<file path="src/rtl/pc_event_cam.sv">
module pc_event_cam #(
    parameter int SIG_W = 33,
    parameter int EVT_N = 62,
    localparam int EIW  = (EVT_N > 1) ? $clog2(EVT_N) : 1
) (
    input  logic             clk,
    input  logic             rst_n,
    input  logic             we,
    input  logic [EIW-1:0]   waddr,
    input  logic [SIG_W-1:0] wdata,
    input  logic             wvalid,
    input  logic [SIG_W-1:0] key,
    output logic             hit,
    output logic [EIW-1:0]   idx
);

    logic [EVT_N-1:0] match;

    for (genvar i = 0; i < EVT_N; i++) begin : g_entry
        localparam logic [EIW-1:0] MY_ADDR = EIW'(i);
        logic             ent_v;
        logic [SIG_W-1:0] ent_d;

        always_ff @(posedge clk or negedge rst_n) begin
            if (!rst_n) begin
                ent_v <= 1'b0;
                ent_d <= '0;
            end else if (we && waddr == MY_ADDR) begin
                ent_v <= wvalid;
                ent_d <= wdata;
            end
        end

        assign match[i] = ent_v && (ent_d == key);
    end

    // lowest matching address wins
    always_comb begin
        hit = 1'b0;
        idx = '0;
        for (int i = EVT_N - 1; i >= 0; i--) begin
            if (match[i]) begin
                hit = 1'b1;
                idx = EIW'(i);
            end
        end
    end

    logic [EVT_N-1:0] below_mask;
    always_comb begin
        for (int i = 0; i < EVT_N; i++) begin
            below_mask[i] = (EIW'(i) < idx);
        end
    end

    assert_hit_is_match_R2: assert property (@(posedge clk) disable iff (!rst_n)
        hit |-> |(match & (EVT_N'(1) << idx)));

    assert_lowest_wins_R3: assert property (@(posedge clk) disable iff (!rst_n)
        hit |-> ((match & below_mask) == '0));

endmodule

</file>
<file path="config.mk">
export PLATFORM = sky130hd
export DESIGN_NAME = pc_event_cam
export DESIGN_NICKNAME = d
export VERILOG_FILES = /design/src/rtl/pc_event_cam.sv
export SDC_FILE = /design/constraint.sdc
export NUM_CORES = 2
export LEC_CHECK = 0
export BUFFER_PORTS_ARGS = -buffer_cell sky130_fd_sc_hd__buf_2
export CELL_PAD_IN_SITES_DETAIL_PLACEMENT = 0
export CELL_PAD_IN_SITES_GLOBAL_PLACEMENT = 1
export CORE_ASPECT_RATIO = 0.5
export CORE_MARGIN = 2
export CORE_UTILIZATION = 58
export CTS_CLUSTER_DIAMETER = 120
export DETAILED_ROUTE_END_ITERATION = 10
export PLACE_DENSITY = 0.89
export SLEW_MARGIN = 10
export SYNTH_ARGS = -nofsm -noshare
export SYNTH_HDL_FRONTEND = slang
export SYNTH_SLANG_ARGS = --single-unit
</file>
<file path="constraint.sdc">
create_clock -name clk -period 9.3 [get_ports clk]
set_input_delay 1.86 -clock clk [delete_from_list [all_inputs] [get_ports clk]]
set_output_delay 1.86 -clock clk [all_outputs]
set_load 0.01 [all_outputs]
</file>
After elaboration in Yosys (flattened, before gate mapping) --
Index checks and enable logic that the tools add are counted.
Operators by class: eq/ne operators 123, muxes and demuxes 124, reduce and logical (&&, ||, !) cells 125
Operators by type and width (number):
- 33-bit equality test | 62
- 6-bit 2-to-1 mux | 62
- 6-bit equality test (second input constant) | 30
- 1-bit logical AND | 124
- 6-bit by 5-bit equality test with 1-bit output (second input constant) | 16
- 1-bit 2-to-1 mux | 62
- 6-bit by 4-bit equality test with 1-bit output (second input constant) | 8
- 6-bit by 3-bit equality test with 1-bit output (second input constant) | 4
- 6-bit by 2-bit equality test with 1-bit output (second input constant) | 2
- 6-bit by 1-bit equality test with 1-bit output (second input constant) | 1
- 6-bit zero test | 1
Storage, ports and cells: bits in registers 2108, output and inout bits 7, word-level logic and storage cells 496

Logic depth before layout (Yosys ltp) --
word-level depth 64, mapped depth 16, depth with buffers taken out 12

Worst setup path before layout --
Ideal clock, no wire load.
path kind input-to-output, start input port key[3], end output port idx[0], arrival time 4282 ps, data required time 7440 ps, slack 3158 ps, stages on the path 12, cells stage by stage buf_2 -> buf_2 -> buf_2 -> xnor2_1 -> o21ai_0 -> or4_1 -> o21ai_0 -> nand2_1 -> o2111ai_1 -> o2111ai_1 -> a221o_1 -> a21oi_1
Between the ends: word-level cells in the longest chain between the ends 64, elaborated cells on any way between the ends 186, those cells by class eq/ne: 62; mux: 62; reduce/logical: 62
Ends and longest elaborated chain:
- from (decl) | line 12 | input logic [SIG_W-1:0] key,
- 33-bit equality test | line 34 | assign match[i] = ent_v && (ent_d == key);
- 1-bit logical AND | line 34
- 6-bit 2-to-1 mux (61 in a row) | line 42 | if (match[i]) begin
- 6-bit 2-to-1 mux (*) | line 42
- to (decl) | line 14 | output logic [EIW-1:0] idx
Every way passes the cells marked *; elsewhere a longest branch is shown, timed or not.

Final worst setup path --
start input port key[17], end output port idx[1]
Between the ends: word-level cells in the longest chain between the ends 63, elaborated cells on any way between the ends 183, those cells by class eq/ne: 61; mux: 61; reduce/logical: 61
Ends and longest elaborated chain (line):
- 33-bit equality test | 34
- 1-bit logical AND | 34
- 6-bit 2-to-1 mux (60 in a row) | 42
- 6-bit 2-to-1 mux (*) | 42
Marks and branches as above.

==> impl_metrics.ini <==
[yosys]
yosysMostFrequentCell = sky130_fd_sc_hd__dfrtp_1
ys.warnings.count = 0
post-synth-top-area-fraction = 0.5127
synthArstFlopShare = 1.000
synth_area_leader_cell = sky130_fd_sc_hd__dfrtp_1
top_flip_flop_cell_by_instance_count_after_synthesis = sky130_fd_sc_hd__dfrtp_1
post_synth_inst_count = 7869
synth-seq-cells = 2108
ys_top_cells_by_count = 2108 x sky130_fd_sc_hd__dfrtp_1, 2104 x sky130_fd_sc_hd__mux2_2, 1434 x sky130_fd_sc_hd__xnor2_1
post_synth_instance_area_um2 = 102900
avgSynthCellArea_um2 = 13.08
synth_edf_count = 0
synth_fp_nets = 7945
seq_area_frac_synth = 0.5127
synthTopCellsByArea = sky130_fd_sc_hd__dfrtp_1 51%, sky130_fd_sc_hd__mux2_2 23%, sky130_fd_sc_hd__xnor2_1 12%
post_synth_num_cell_types = 60

[global_routing]
met1_usage = 0.5441
met2_layer_usage_reported_by_global_route = 0.5453
grt_pass1_wl_um = 482300
grt_use_met3 = 0.08839
first_global_vias = 66480
busiest_layer = met2
antenna_found_initial = 34
grt_usage = 0.3720
grt.overflow.total = 0
grt_max_degree = 172

[final_layout]
final_cell_count_no_fill = 10240
seqCellArea_um2 = 52750
multi_input_area_um2 = 47170
final_nets = 7778
nFillCells = 13270
area_growth_pct = 8.627
layout_cells_sized_above_1 = 0.3432

[worst_setup_path]
cpMostUsedCell = sky130_fd_sc_hd__nand4_1
cpLargestDelayFamily = simple AND/OR/NAND/NOR gates
worst_ep_required_time_ps = 7440
path_buf_inv = 3
critical-path-slowest-cell = sky130_fd_sc_hd__buf_4
worst-r2r-setup-slack_ps = 8490
endpoint_kind = output pin
start_kind = input port
critPathMaxStageDelay_ps = 760
timing.critical_path.fanout_max = 36
crit_chain = buf_6, buf_4, xnor2_1, nand4_1, nor4_1, nand4_1, or4_1, a31oi_1, nor4bb_1, o221ai_1, a31o_1, buf_2
cp_data_arrival_time_ps = 6620
timing.setup.critical_path_class = in -> out

[clock_tree]
clkSlewWorstSetupHoldPaths_ps = 60
numClockSinks = 2108
holdBufCountCts = 0
tritoncts.num_buffers = 193
insertion_delay_ps = 850
clk_path_buf_depth = 4
cts.repair_timing.setup_buffer_count = 0
clockRootBuffer = sky130_fd_sc_hd__clkbuf_16
htree_num_levels = 4
cts_tree = done
cts_resized = 0

[run]
number_of_max_cap_violations = 0

[timing]
finalSetupTns_ps = 0
fin_skew_ps = 0
timing.final.max_slew_violations = 0
rsz0062_at_grt = no
slew-limit-headroom = 0.1752
timing.final.hold_violations = 0
fmax_mhz = 118.0
post-route-period-util = 0.9116
timing.final.crit_period_ps = 8478
setup_violations = 0
timing_worst_slew_pin_value_ps = 1237

[route]
ant_nets = 0
detail_route.wirelength_um = 336500
vias = 67460
drt-vias-per-instance = 6.589
detailedRoute.firstPassIterationCount = 7
drt_iter0_drc = 9191
routed_wire_length_per_instance_um = 32.87
route.detailed.drc = 0

[floorplan]
floorplan.die.width_um = 599.7
floorplan.initialDensity = 0.5831
dieArea_um2 = 181000
placementRows = 109
floorplan.core_area_um2 = 176500
die_height_um = 301.8
io_pins = 83

[placed_design]
io_buffer_count = 82
dp.final_hpwl_um = 185800
dp.cells = 9893
globalplace.congestion = 0.9400

[worst_hold_path]
timing.hold.worst.class = reg -> reg

[pwr]
p_per_area_nw_per_um2 = 206.6
static_leak_nw = 50.05
vdd.ir_drop.worst_uv = 156.9

[status]
run_status = completed
==> layer usage <==
| layer | share of wire | up-vias | wire length, um |
|---|---|---|---|
| li1 | - | 26920 | - |
| met1 | 0.41 | 35830 | 138000 |
| met2 | 0.43 | 3909 | 144100 |
| met3 | 0.12 | 799 | 40920 |
| met4 | 0.040 | 4 | 13470 |
| met5 | 0.000077 | - | 26 |
==> report_power, final <==
part / leakage, nW / internal, W / switching, W
Combinational: 19.0 / 0.00192 / 0.00193
Sequential: 28.0 / 0.0104 / 0.000817
Clock: 3.04 / 0.00444 / 0.00359
==> stage by stage <==
step	hold WS, ps	instance area, um2	worst slack [ps]	total power [W]	util
finish	503.5	111800	822.2	0.02309	0.6334
global route	514.2	111800	1040	0.02387	0.6333
CTS	502.9	111700	1244	0.02304	0.6332
detailed placement	487.8	105600	1285	0.01514	0.5982
global placement	479.7	105600	1287	0.01499	0.5982
floorplan	470.6	102900	3158	0.01389	-
==> final cells by class <==
type,count,area share
Inverter,52,0.001746
Tap cell,2386,0.02671
Clock buffer,302,0.05238
Antenna cell,11,0.0002463
Sequential cell,2108,0.4719
Clock inverter,32,0.002855
Multi-Input combinational cell,5076,0.4220
Timing Repair Buffer,271,0.02213
==> flip-flops by register name, summed over array words and instances (netlist names) <==
signal / flops
g_entry.ent_v: 62
g_entry.ent_d: 2046
==> placed cells by master (no fill, tap or decap), types with 14 or more instances in the layout <==
master / count
sky130_fd_sc_hd__nor2_4: 15
sky130_fd_sc_hd__dfrtp_1: 2108
sky130_fd_sc_hd__nor3_1: 32
sky130_fd_sc_hd__clkbuf_1: 52
sky130_fd_sc_hd__xor2_1: 544
sky130_fd_sc_hd__o21ai_0: 22
sky130_fd_sc_hd__or4_1: 32
sky130_fd_sc_hd__nand4_1: 414
sky130_fd_sc_hd__nand2_1: 86
sky130_fd_sc_hd__buf_6: 33
sky130_fd_sc_hd__inv_1: 49
sky130_fd_sc_hd__buf_4: 196
sky130_fd_sc_hd__nand3_1: 30
sky130_fd_sc_hd__a21oi_1: 23
sky130_fd_sc_hd__buf_12: 28
sky130_fd_sc_hd__buf_2: 14
sky130_fd_sc_hd__clkbuf_16: 197
sky130_fd_sc_hd__clkinv_2: 21
sky130_fd_sc_hd__nor2_1: 18
sky130_fd_sc_hd__o22ai_1: 20
sky130_fd_sc_hd__xnor2_1: 1434
sky130_fd_sc_hd__mux2_2: 2104
sky130_fd_sc_hd__nor4_1: 188
sky130_fd_sc_hd__clkbuf_8: 53
==> cells by family (layout without fill, tap and decap cells) <==
| group | count (synthesis) | count (layout) | synth area share |
|---|---|---|---|
| AOI/OAI and AO/OA | 132 | 132 | 0.009011 |
| xor gates and xnor gates | 1978 | 1978 | 0.1684 |
| buffers and inverters | 685 | 657 | 0.03035 |
| DFF | 2108 | 2108 | 0.5127 |
| muxes | 2104 | 2104 | 0.2303 |
| other | 0 | 11 | 0 |
| and+or+nand+nor | 862 | 862 | 0.04935 |
==> path summary, 6_finish.rpt <==
| kind | from | end | cells after the start |
|---|---|---|---|
| max in group asynchronous | rst_n | g_entry[47].ent_d[0] | 3 |
| min in group asynchronous | rst_n | g_entry[22].ent_d[9] | 1 |
| hold reg to reg | g_entry[46].ent_v | g_entry[46].ent_v | 1 |
| setup / recovery | key[17] | idx[1] | 12 |
| setup reg to reg | g_entry[51].ent_d[28] | g_entry[51].ent_d[28] | 1 |
| hold / removal | g_entry[46].ent_v | g_entry[46].ent_v | 1 |
Note: power is estimated with default switching activity, not from simulation.
